**config.mk**
```make
export PLATFORM = sky130hd
export DESIGN_NAME = can_fault_state
export DESIGN_NICKNAME = d
export VERILOG_FILES = /design/src/rtl/cfs_pkg.sv /design/src/rtl/cfs_err_counters.sv /design/src/rtl/cfs_idle_recovery.sv /design/src/rtl/cfs_classify.sv /design/src/rtl/can_fault_state.sv
export SDC_FILE = /design/constraint.sdc
export NUM_CORES = 1
export LEC_CHECK = 0
export BUFFER_PORTS_ARGS = -buffer_cell sky130_fd_sc_hd__buf_2
export CAP_MARGIN = 20
export CELL_PAD_IN_SITES_DETAIL_PLACEMENT = 1
export CELL_PAD_IN_SITES_GLOBAL_PLACEMENT = 1
export CORE_UTILIZATION = 44
export DETAILED_ROUTE_END_ITERATION = 10
export PLACE_DENSITY = 0.93
export SYNTH_ARGS = -nofsm -noshare
export SYNTH_HDL_FRONTEND = slang
export SYNTH_HIERARCHICAL = 1
export SYNTH_SLANG_ARGS = --single-unit
```
**constraint.sdc**
```tcl
create_clock -name clk -period 5.05 [get_ports clk]
set_clock_uncertainty 0.1 [all_clocks]
set_input_delay 0.2525 -clock clk [delete_from_list [all_inputs] [get_ports clk]]
set_output_delay 0.2525 -clock clk [all_outputs]
set_load 0.01 [all_outputs]
```
**src/rtl/cfs_pkg.sv**
```systemverilog
package cfs_pkg;
  typedef enum logic [1:0] {
    FC_ACTIVE  = 2'd0,
    FC_WARN    = 2'd1,
    FC_PASSIVE = 2'd2,
    FC_BUSOFF  = 2'd3
  } fc_state_e;
endpackage

```
**src/rtl/cfs_err_counters.sv**
```systemverilog
module cfs_err_counters #(
  parameter int CNT_W    = 8,
  parameter int TEC_STEP = 8
) (
  input  logic             clk,
  input  logic             rst_n,
  input  logic             tec_inc,
  input  logic             tec_dec,
  input  logic             rec_inc,
  input  logic             rec_dec,
  input  logic             freeze,
  input  logic             clear,
  output logic [CNT_W-1:0] tec,
  output logic [CNT_W-1:0] rec,
  output logic             tec_ovf
);
  localparam int SUM_W = CNT_W + 2;
  localparam logic [SUM_W-1:0] MAXV = SUM_W'((1 << CNT_W) - 1);

  logic [SUM_W-1:0] tec_sum, rec_sum;
  logic [CNT_W-1:0] tec_nx, rec_nx;

  always_comb begin
    tec_sum = {2'b00, tec} + (tec_inc ? SUM_W'(TEC_STEP) : '0);
    if (tec_dec && tec_sum != '0) tec_sum = tec_sum - 1'b1;
    rec_sum = {2'b00, rec} + (rec_inc ? SUM_W'(1) : '0);
    if (rec_dec && rec_sum != '0) rec_sum = rec_sum - 1'b1;
    tec_ovf = !freeze && (tec_sum > MAXV);
    tec_nx  = (tec_sum > MAXV) ? MAXV[CNT_W-1:0] : tec_sum[CNT_W-1:0];
    rec_nx  = (rec_sum > MAXV) ? MAXV[CNT_W-1:0] : rec_sum[CNT_W-1:0];
  end

  always_ff @(posedge clk) begin
    if (!rst_n || clear) begin
      tec <= '0;
      rec <= '0;
    end else if (!freeze) begin
      tec <= tec_nx;
      rec <= rec_nx;
    end
  end
endmodule

```
**src/rtl/cfs_idle_recovery.sv**
```systemverilog
module cfs_idle_recovery #(
  parameter int RUN_LEN   = 11,
  parameter int IDLE_NEED = 128
) (
  input  logic clk,
  input  logic rst_n,
  input  logic in_busoff,
  input  logic start_req,
  input  logic bit_valid,
  input  logic rx_bit,
  output logic done
);
  localparam int RUN_W  = $clog2(RUN_LEN + 1);
  localparam int IDLE_W = $clog2(IDLE_NEED + 1);

  logic              armed_q;
  logic [RUN_W-1:0]  run_q;
  logic [IDLE_W-1:0] idle_q;
  logic              run_end;

  always_comb begin
    run_end = bit_valid && rx_bit && (run_q == RUN_W'(RUN_LEN - 1));
    done    = armed_q && !start_req && run_end &&
              (idle_q == IDLE_W'(IDLE_NEED - 1));
  end

  always_ff @(posedge clk) begin
    if (!rst_n || !in_busoff) begin
      armed_q <= 1'b0;
      run_q   <= '0;
      idle_q  <= '0;
    end else if (start_req) begin
      armed_q <= 1'b1;
      run_q   <= '0;
      idle_q  <= '0;
    end else if (armed_q && bit_valid) begin
      if (!rx_bit) begin
        run_q <= '0;
      end else if (run_end) begin
        run_q  <= '0;
        idle_q <= idle_q + 1'b1;
      end else begin
        run_q <= run_q + 1'b1;
      end
    end
  end
endmodule

```
**src/rtl/cfs_classify.sv**
```systemverilog
module cfs_classify
  import cfs_pkg::*;
#(
  parameter int CNT_W    = 8,
  parameter int WARN_LIM = 96,
  parameter int PASS_LIM = 128
) (
  input  logic [CNT_W-1:0] tec,
  input  logic [CNT_W-1:0] rec,
  input  logic             busoff,
  output fc_state_e        state
);
  always_comb begin
    if (busoff)
      state = FC_BUSOFF;
    else if (int'(tec) >= PASS_LIM || int'(rec) >= PASS_LIM)
      state = FC_PASSIVE;
    else if (int'(tec) >= WARN_LIM || int'(rec) >= WARN_LIM)
      state = FC_WARN;
    else
      state = FC_ACTIVE;
  end
endmodule

```
**src/rtl/can_fault_state.sv**
```systemverilog
module can_fault_state
  import cfs_pkg::*;
#(
  parameter int CNT_W     = 8,
  parameter int TEC_STEP  = 8,
  parameter int WARN_LIM  = 96,
  parameter int PASS_LIM  = 128,
  parameter int RUN_LEN   = 11,
  parameter int IDLE_NEED = 128,
  parameter int TX_SLOTS  = 16,
  localparam int STAT_W   = 2 * CNT_W + 4
) (
  input  logic                clk,
  input  logic                rst_n,
  input  logic                bit_valid,
  input  logic                rx_bit,
  input  logic                tec_inc,
  input  logic                tec_dec,
  input  logic                rec_inc,
  input  logic                rec_dec,
  input  logic                start_req,
  output logic [STAT_W-1:0]   status_o,
  output logic                state_evt_o,
  output logic                ctrl_en_o,
  output logic [TX_SLOTS-1:0] tx_abort_o
);
  logic [CNT_W-1:0] tec, rec;
  logic             tec_ovf, rec_done, bo_q;
  fc_state_e        cur_st, prev_q;

  cfs_err_counters #(.CNT_W(CNT_W), .TEC_STEP(TEC_STEP)) u_cnt (
    .clk(clk), .rst_n(rst_n),
    .tec_inc(tec_inc), .tec_dec(tec_dec),
    .rec_inc(rec_inc), .rec_dec(rec_dec),
    .freeze(bo_q), .clear(rec_done),
    .tec(tec), .rec(rec), .tec_ovf(tec_ovf)
  );

  cfs_idle_recovery #(.RUN_LEN(RUN_LEN), .IDLE_NEED(IDLE_NEED)) u_rcv (
    .clk(clk), .rst_n(rst_n), .in_busoff(bo_q), .start_req(start_req),
    .bit_valid(bit_valid), .rx_bit(rx_bit), .done(rec_done)
  );

  cfs_classify #(.CNT_W(CNT_W), .WARN_LIM(WARN_LIM), .PASS_LIM(PASS_LIM)) u_cls (
    .tec(tec), .rec(rec), .busoff(bo_q), .state(cur_st)
  );

  always_ff @(posedge clk) begin
    if (!rst_n) begin
      bo_q   <= 1'b0;
      prev_q <= FC_ACTIVE;
    end else begin
      prev_q <= cur_st;
      if (rec_done)     bo_q <= 1'b0;
      else if (tec_ovf) bo_q <= 1'b1;
    end
  end

  always_comb begin
    status_o    = {cur_st == FC_BUSOFF, cur_st == FC_PASSIVE,
                   cur_st == FC_WARN, 1'b0, tec, rec};
    state_evt_o = (cur_st != prev_q);
    ctrl_en_o   = !bo_q;
    tx_abort_o  = (state_evt_o && cur_st == FC_BUSOFF) ? '1 : '0;
  end
endmodule

```
## Word level (Yosys, flattened, before mapping)

Index checks and enable logic that the tools add are counted.

| storage, ports and cells | value |
|---|---|
| flip-flop bits (word level) | 32 |
| input port bits | 9 |
| output and inout port bits | 38 |
| word-level logic and storage cells | 60 |

| cells by class | value |
|---|---|
| add/sub/neg operators | 6 |
| $lt $le $gt $ge | 6 |
| equal/unequal tests | 6 |
| multiplexer cells | 12 |
| bitwise logic cells | 1 |
| reductions and logical operators | 22 |

Operators by type and width:

| operator | count |
|---|---|
| adder 8 x 10 -> 10 bit | 2 |
| > comparator 10 x 8 -> 1 bit (second input constant) | 2 |
| 2-to-1 mux 10 bit | 2 |
| nonzero test 10 bit | 2 |
| subtractor 10 x 1 -> 10 bit (second input constant) | 2 |
| >= comparator 8 x 7 -> 1 bit (second input constant) | 2 |
| >= comparator 8 bit (second input constant) | 2 |
| 2-to-1 mux 16 bit | 1 |
| 2-to-1 mux 8 bit | 2 |
| 2-to-1 mux 4 bit | 3 |
| logical AND 1 bit | 10 |
| adder 8 x 1 -> 8 bit (second input constant) | 1 |
| equality test 8 x 7 -> 1 bit (second input constant) | 1 |
| adder 4 x 1 -> 4 bit (second input constant) | 1 |
| equality test 2 bit (second input constant) | 2 |
| equality test 4 bit (second input constant) | 1 |
| logical OR 1 bit | 4 |
| 2-to-1 mux 2 bit | 2 |
| OR reduction 2 bit | 2 |
| logical NOT 1 bit | 3 |
| AND reduction 3 bit | 1 |
| equality test 2 x 1 -> 1 bit (second input constant) | 1 |
| 2-to-1 mux 1 bit | 2 |
| != test 2 bit | 1 |
| inverter 1 bit | 1 |

## Longest topological paths before layout

Gate-level depths: netlist of run 1.

| logic depth | value |
|---|---|
| depth after elaboration | 8 |
| depth in mapped cells | 11 |
| gate-level depth less buffers | 10 |

## By module

Netlist of run 1, hierarchy kept.

By module, submodules not included:

| module | times used | cells an instance | area an instance (um^2) |
|---|---|---|---|
| cfs_err_counters | 1 | 201 | 1534.0 |
| cfs_idle_recovery | 1 | 76 | 644.4 |
| can_fault_state | 1 | 32 | 267.8 |
| cfs_classify | 1 | 4 | 25.0 |

## Worst setup path before layout of run 1

No wires, ideal clock.

| timing path | value |
|---|---|
| path kind | reg-to-reg |
| from | reg u_cnt.tec[3] |
| to | reg u_cnt.tec[6] |
| library setup time | 0.086 ns |
| arrival | 2.318 ns |
| required time | 4.864 ns |
| path slack | 2.546 ns |
| cell stages (with the launch flop) | 11 |
| buffers on the path | 1 |
| clock period less this slack | 2.504 ns |
| cell sequence | dfxtp_1 -> ha_1 -> ha_1 -> or3_4 -> nor3_1 -> a21oi_1 -> o21a_1 -> or2_1 -> buf_6 -> a31o_1 -> a211oi_1 |

| between the ends | value |
|---|---|
| longest elaborated chain between the ends | 6 |

RTL lines:

| item | RTL line | RTL |
|---|---|---|
| from (decl) | cfs_err_counters.sv:13 | `output logic [CNT_W-1:0] tec,` |
| from (signal assigned) | cfs_err_counters.sv:38 | `tec <= tec_nx;` |
| adder 8 x 10 -> 10 bit * | cfs_err_counters.sv:24 | `tec_sum = {2'b00, tec} + (tec_inc ? SUM_W'(TEC_STEP) : '0);` |
| parallel branches: the longest is 2 deep, another holds subtractor 10 x 1 -> 10 bit | - |  |
| 2-to-1 mux 10 bit * | cfs_err_counters.sv:25 | `if (tec_dec && tec_sum != '0) tec_sum = tec_sum - 1'b1;` |
| > comparator 10 x 8 -> 1 bit | cfs_err_counters.sv:29 | `tec_nx = (tec_sum > MAXV) ? MAXV[CNT_W-1:0] : tec_sum[CNT_W-1:0];` |
| 2-to-1 mux 8 bit * | cfs_err_counters.sv:29 |  |

Mark *: on every way between the ends.
A chain may end at the register's enable or synchronous reset.

## Final worst setup path of run 1

| timing path | value |
|---|---|
| from | reg u_cnt.rec[0] |
| to | reg u_cnt.rec[1] |

| between the ends | value |
|---|---|
| longest elaborated chain between the ends | 6 |

RTL lines:

| item | RTL line | RTL |
|---|---|---|
| from (decl) | cfs_err_counters.sv:14 | `output logic [CNT_W-1:0] rec,` |
| from (signal assigned) | cfs_err_counters.sv:39 | `rec <= rec_nx;` |
| adder 8 x 10 -> 10 bit * | cfs_err_counters.sv:26 | `rec_sum = {2'b00, rec} + (rec_inc ? SUM_W'(1) : '0);` |
| parallel branches: the longest is 2 deep, another holds subtractor 10 x 1 -> 10 bit | - |  |
| 2-to-1 mux 10 bit * | cfs_err_counters.sv:27 | `if (rec_dec && rec_sum != '0) rec_sum = rec_sum - 1'b1;` |
| > comparator 10 x 8 -> 1 bit | cfs_err_counters.sv:30 | `rec_nx = (rec_sum > MAXV) ? MAXV[CNT_W-1:0] : rec_sum[CNT_W-1:0];` |
| 2-to-1 mux 8 bit * | cfs_err_counters.sv:30 |  |

Marked as above.

==> flow_summary.ini, run 1 <==
[run_status]
outcome = complete, no violations

[worst_setup_path]
path_max_fanout = 11
arrival_ns = 3.08
reg2reg_from = u_cnt/rec[0]
crit_start = u_cnt/rec[0]
crit_type = reg -> reg
start_kind = register
cp-end-kind = register
critPathRequiredTime_ns = 5.16

[synthesis]
synth_top_cell_area_share_pct = 25.9
synthAdderAreaFrac_pct = 5.57
synth_compound_area_share_pct = 22.0
ys_warn_count = 6
async_reset_ff_share_pct = 0
synth_cells = 313
synthSimpleGateAreaFrac_pct = 26.8
ys_top_cells_by_area = dfxtp_1 (26%), xnor2_1 (6.7%), ha_1 (5.6%)
synth-seq-cells = 32
synthXorXnorAreaFrac_pct = 7.44
synth_top_family_by_area = simple AND/OR/NAND/NOR gates
ys_seq_area_share_pct = 25.9
synth_area_mm2 = 0.00247
avgSynthCellArea_um2 = 7.89
synthMuxAreaShare_pct = 1.27
yosysUniqueCellTypes = 69
ys.flop_type = dfxtp_1
syn_nets = 333
yosys.area.top_type = dfxtp_1
synth_edf_count = 0

[floorplanning]
die_area_mm2 = 0.00592
core_area_mm2 = 0.00527
rows = 26
die_x_um = 76.9
die_h_um = 76.9
ios = 47
start_util_pct = 46.9

[grt]
grt_pass1_wl_um = 11600
grt_use_met2_pct = 44.4
gr-total-overflow = 0
grt_busiest_layer = met2
grt_pass1_vias = 2463
grtUsageTotal_pct = 24.5
met1_usage_pct = 27.3
grt_max_degree = 17
met3_usage_pct = 4.88
antenna_found_initial = 0

[timing]
timing.hold.ws_ns = 0.118
fin_crit_sh_pct = 58.8
worstMarginPinSlew_ns = 0.793
setup_viol = 0
rsz0062_at_grt = no
fin_tns_setup_ns = 0
fmax_mhz = 337
layout_min_cycle_time_ns = 2.97
hold_violations = 0
drv_slew = 0
maxSlewHeadroom_pct = 47.0

[hold_path]
hp-start = start_req
hold_path_class = in -> reg

[power_and_ir_drop]
p_leak_uw = 0.00108
p_seq_share_pct = 30.4
p_int_uw = 779
p_sw_share_pct = 45.6
share_comb_of_total_power_pct = 52.5
ir_drop_v = 0.000274
p_switching_uw = 654
power.density_mw_per_mm2 = 533
clkPwrFrac_pct = 17.1

[finish]
fin_nets = 355
final_area_mm2 = 0.00269
antennaDiodeCount = 0
syn2layout_area_growth_pct = 8.76
drive_above_1_share_pct = 21.7

[clock_network]
path_clk_slew_ns = 0.07
cts_resized = 0
clock_path_buffers = 2
clkSinkCount = 32
cts_htree_levels = 2
cts_setup_buffers = 0
numCtsBuffers = 5
cts_hold_buf = 0
cts_root_buf = clkbuf_8
clk_latency_ns = 0.29
tritoncts = built

[drt]
drc_errors = 0
num_vias = 2382
wl_um = 6860
drt_iter0_drc = 98
firstDrtPassIters = 4
wl_per_cell_um = 16.9
via_per_inst = 5.87
postRouteAntennaNets = 0

[job]
maxCapViolations = 0

[place]
portBuffers = 45
placedInstanceArea_mm2 = 0.00258
gp_congestion = 0.870
hpwl_um = 5030
[registers in the layout (all words and copies together), names as in the netlist]
signal and flops:
u_rcv/armed_q 1, u_cnt/tec 8, u_cnt/rec 8, prev_q 2, u_rcv/idle_q 8, u_rcv/run_q 4
bo_q 1
[stage by stage]
step,worst slack (ns),power (uW),utilization [%],instances
after floorplan,2.55,974,-,313
after global placement,2.32,1130,49.0,398
after detailed placement,2.16,1170,49.0,398
after CTS,2.15,1430,51.0,406
after global routing,1.82,1540,51.0,406
final,2.08,1430,51.0,406
[critical path, cell delays in order (launching register included)]
cell and delay (ns):
dfxtp_1 0.36, ha_1 0.34, ha_1 0.51, nand2_1 0.23
a21boi_1 0.28, nand3_1 0.14, nand2b_1 0.28, nand2_1 0.16
mux2_2 0.35, a21oi_1 0.15
[power by group through the flow]
| stage | sequential (uW) | clock, uW | combinational (uW) |
|---|---|---|---|
| 6_report | 436 | 245 | 752 |
| 3_3_place_gp | 432 | 0 | 697 |
| 5_1_grt | 446 | 258 | 833 |
| 4_1_cts | 434 | 249 | 747 |
| 3_5_place_dp | 438 | 0 | 731 |
| 2_1_floorplan | 399 | 0 | 576 |
[final cells by class]
cell class	count	area, um2
clock buffer	6	72.6
clock inverter	2	35.0
fill	692	2580
inverter	17	63.8
multi-input combinational	234	1560
sequential	32	641
tap	70	87.6
timing repair buffer	45	225
[cells in the final DEF, fill, tap and decap left out, drive strengths merged, types with 4 or more instances in the layout]
| cell type | count |
|---|---|
| nand4 | 11 |
| nand2 | 22 |
| buf | 45 |
| nor2b | 4 |
| o21ai | 19 |
| nor2 | 22 |
| clkbuf | 6 |
| xnor2 | 19 |
| a21oi | 22 |
| ha | 11 |
| nand3 | 13 |
| or2 | 4 |
| a211oi | 4 |
| nor3 | 8 |
| o31ai | 4 |
| a31oi | 5 |
| and2 | 5 |
| dfxtp | 32 |
| or3 | 6 |
| inv | 17 |
[routing by layer]
metal / vias to the layer above / wire, um
li1: 1148 / -
met1: 1160 / 2980
met2: 56 / 3500
met3: 18 / 222
met4: 0 / 163
met5: - / 0
[kinds of logic (layout without fill, tap and decap cells)]
kind of cell / after synthesis / in the layout
AND/OR/NAND/NOR: 117 / 117
AO/OA/AOI/OAI: 81 / 81
buffers and inverters: 47 / 70
flip-flops: 32 / 32
XOR/XNOR: 21 / 21
adder cells (fa/ha/maj): 11 / 11
multiplexers: 3 / 3
other: 1 / 1
[final timing paths]
kind	end	slack [ns]	cells after the start
setup reg to reg	u_cnt/rec[1]	2.08	9
hold reg to reg	u_rcv/idle_q[7]	0.39	2
hold / removal	u_rcv/armed_q	0.12	3
setup / recovery	u_cnt/rec[1]	2.08	9
[Yosys cell counts (all sizes together), types with 5 or more instances]
master,n
xnor2,19
a21oi,22
and2,5
buf,26
ha,11
a31oi,5
nand4,11
or3,6
o21ai,19
dfxtp,32
nor2,22
nor3,8
nand2,22
nand3,13
inv,17
(Power assumes the default switching activity.)
==> run 2: changes to the inputs <==
Settings changed: CORE_UTILIZATION 44 to 37, PLACE_DENSITY 0.93 to 0.85.
Clock period 5.05 ns to 2.6 ns, I/O delays scaled along.
==> run 2 against run 1 <==
  * Cell count is 8.4% higher
  * Via count increased by 6.2%
  * Core utilization decreased by 3.6 points
  * Routed wire length increased by 11%
  * Worst setup slack got worse by 2.0 ns
  * Global-route usage down 4.3 points
  * Non-clock buffer count up 27
  * Sequential share of layout area is 2.5 points lower
  * Die area up 18%
  * Critical endpoint is now u_cnt/tec[6]
==> flow_summary.ini, run 2 (synthesis results as in run 1) <==
[finish]
syn2layout_area_growth_pct = 22.4
reg_top3 = u_cnt/rec (8), u_cnt/tec (8), u_rcv/idle_q (8)
antennaDiodeCount = 0
most-common-layout-cells = buf_2 (45), dfxtp_1 (29), buf_4 (26), nand2_1 (22), nor2_1 (22)
layout_commonest_cell = buf_2
fin_nets = 382
drive_above_1_share_pct = 33.1
seq_area_um2 = 644
multi_input_area_mm2 = 0.00170
num-fill-cells = 809

[power_and_ir_drop]
p_leak_uw = 0.00124
power_uw = 3100
ir_drop_v = 0.000508
power.density_mw_per_mm2 = 1030

[clock_network]
numCtsBuffers = 5
clock_path_buffers = 2
tritoncts = built
path_clk_slew_ns = 0.07
cts_htree_levels = 2
cts_root_buf = clkbuf_8
clk_latency_ns = 0.28
clkSinkCount = 32

[place]
post-place-ws_ns = -0.0474
hpwl_um = 5230
gp_congestion = 0.852
portBuffers = 45

[floorplanning]
die_x_um = 83.7
rows = 29
ios = 47
die_area_mm2 = 0.00701
die_h_um = 83.7
start_util_pct = 38.7
core_area_mm2 = 0.00639

[grt]
grtUsageTotal_pct = 20.2
antenna_found_initial = 0
grt_pass1_vias = 2507
gr-total-overflow = 0
grt_pass1_wl_um = 11700
grt_max_degree = 17

[run_status]
outcome = complete, no violations

[drt]
drt_iter0_drc = 80
num_vias = 2529
postRouteAntennaNets = 0
firstDrtPassIters = 4
wl_per_cell_um = 17.3
via_per_inst = 5.75
wl_um = 7610
drc_errors = 0

[worst_setup_path]
arrival_ns = 2.67
crit_type = reg -> reg
slowest_stage = or3_4
path_common_cell = ha_4
start_kind = register
crit_path_cell_trace = ha_4 > ha_4 > or3_4 > nor3_4 > a21oi_4 > o21a_1 > or2_4 > a31o_1 > a211oi_2
critPathRequiredTime_ns = 2.71
cp_slowest_stage_delay_ns = 0.41
path_max_fanout = 6
cp-end-kind = register

[timing]
drv_slew = 0
hold_violations = 0
fmax_mhz = 390
worstMarginPinSlew_ns = 0.878
layout_min_cycle_time_ns = 2.56
setup_viol = 0
fin_ws_ns = 0.0387
fin_crit_sh_pct = 98.5
maxSlewHeadroom_pct = 41.3

[job]
maxCapViolations = 0

[hold_path]
hold_path_class = in -> reg
run 2: cell count changes in the layout (fill, tap and decap cells not counted), sizes merged:
| cell | before | now |
|---|---|---|
| buf | 45 | 71 |
| dlygate4sd3 | 0 | 1 |
| clkbuf | 6 | 7 |
| clkinv | 1 | 0 |
| clkinvlp | 0 | 1 |
| bufinv | 1 | 0 |
run 2: routing by layer:
layer	vias to the layer above	share of wire [%]	track usage (%)
met5	-	0	0
met4	0	1.8	4.78
met3	15	4.6	3.66
met2	85	50	36.4
met1	1228	43	24.8
li1	1201	-	-
run 2: cell type report:
class / count / share of cell area, %
Clock buffer: 7 / 2.85
Clock inverter: 1 / 0.248
Timing Repair Buffer: 72 / 14.2
Multi-Input combinational cell: 234 / 56.1
Sequential cell: 32 / 21.3
Tap cell: 77 / 3.18
Inverter: 17 / 2.11
run 2: worst max-delay path: cells and delay by family (launching register included):
family	cells	cell delay [ns]
AO/OA/AOI/OAI	4	0.71
adder cells (fa/ha/maj)	2	0.38
flip-flops	1	0.37
AND/OR/NAND/NOR	3	0.91
run 2: metrics by stage:
step	utilization, %	area (um2)	cells	hold slack (ns)	TNS (ns)
2_1_floorplan	-	2470	313	0.146	0
3_3_place_gp	43.1	2750	427	0.273	0
4_1_cts	45.2	2880	436	0.0387	0
3_5_place_dp	43.1	2750	427	0.290	-0.184
5_1_grt	47.4	3030	440	0.0593	-0.178
6_report	47.4	3030	440	0.0414	0
run 2: what timing repair did:
action / in CTS / in global routing
buffers inserted: 0 / 4
gates cloned: 0 / 0
pin swaps: 0 / 9
setup endpoints to repair: 10 / 30
hold buffers: 1 / 0
gates resized for setup: 6 / 22
hold endpoints to repair: 1 / 0
run 2: final timing paths:
kind	startpoint	endpoint	slack, ns	cells after the start
hold / removal	rst_n	prev_q[0]	0.04	2
hold reg to reg	u_rcv/run_q[1]	u_rcv/run_q[1]	0.40	2
setup / recovery	u_cnt/tec[3]	u_cnt/tec[6]	0.04	9
setup reg to reg	u_cnt/tec[3]	u_cnt/tec[6]	0.04	9
run 2: report_power, final:
group	total, uW	switching, uW	leakage, uW	internal, uW
logic	1890	1020	0.000935	868
registers	802	189	0.000262	613
clock network	413	198	0.0000445	215
total	3100	1410	0.00124	1700
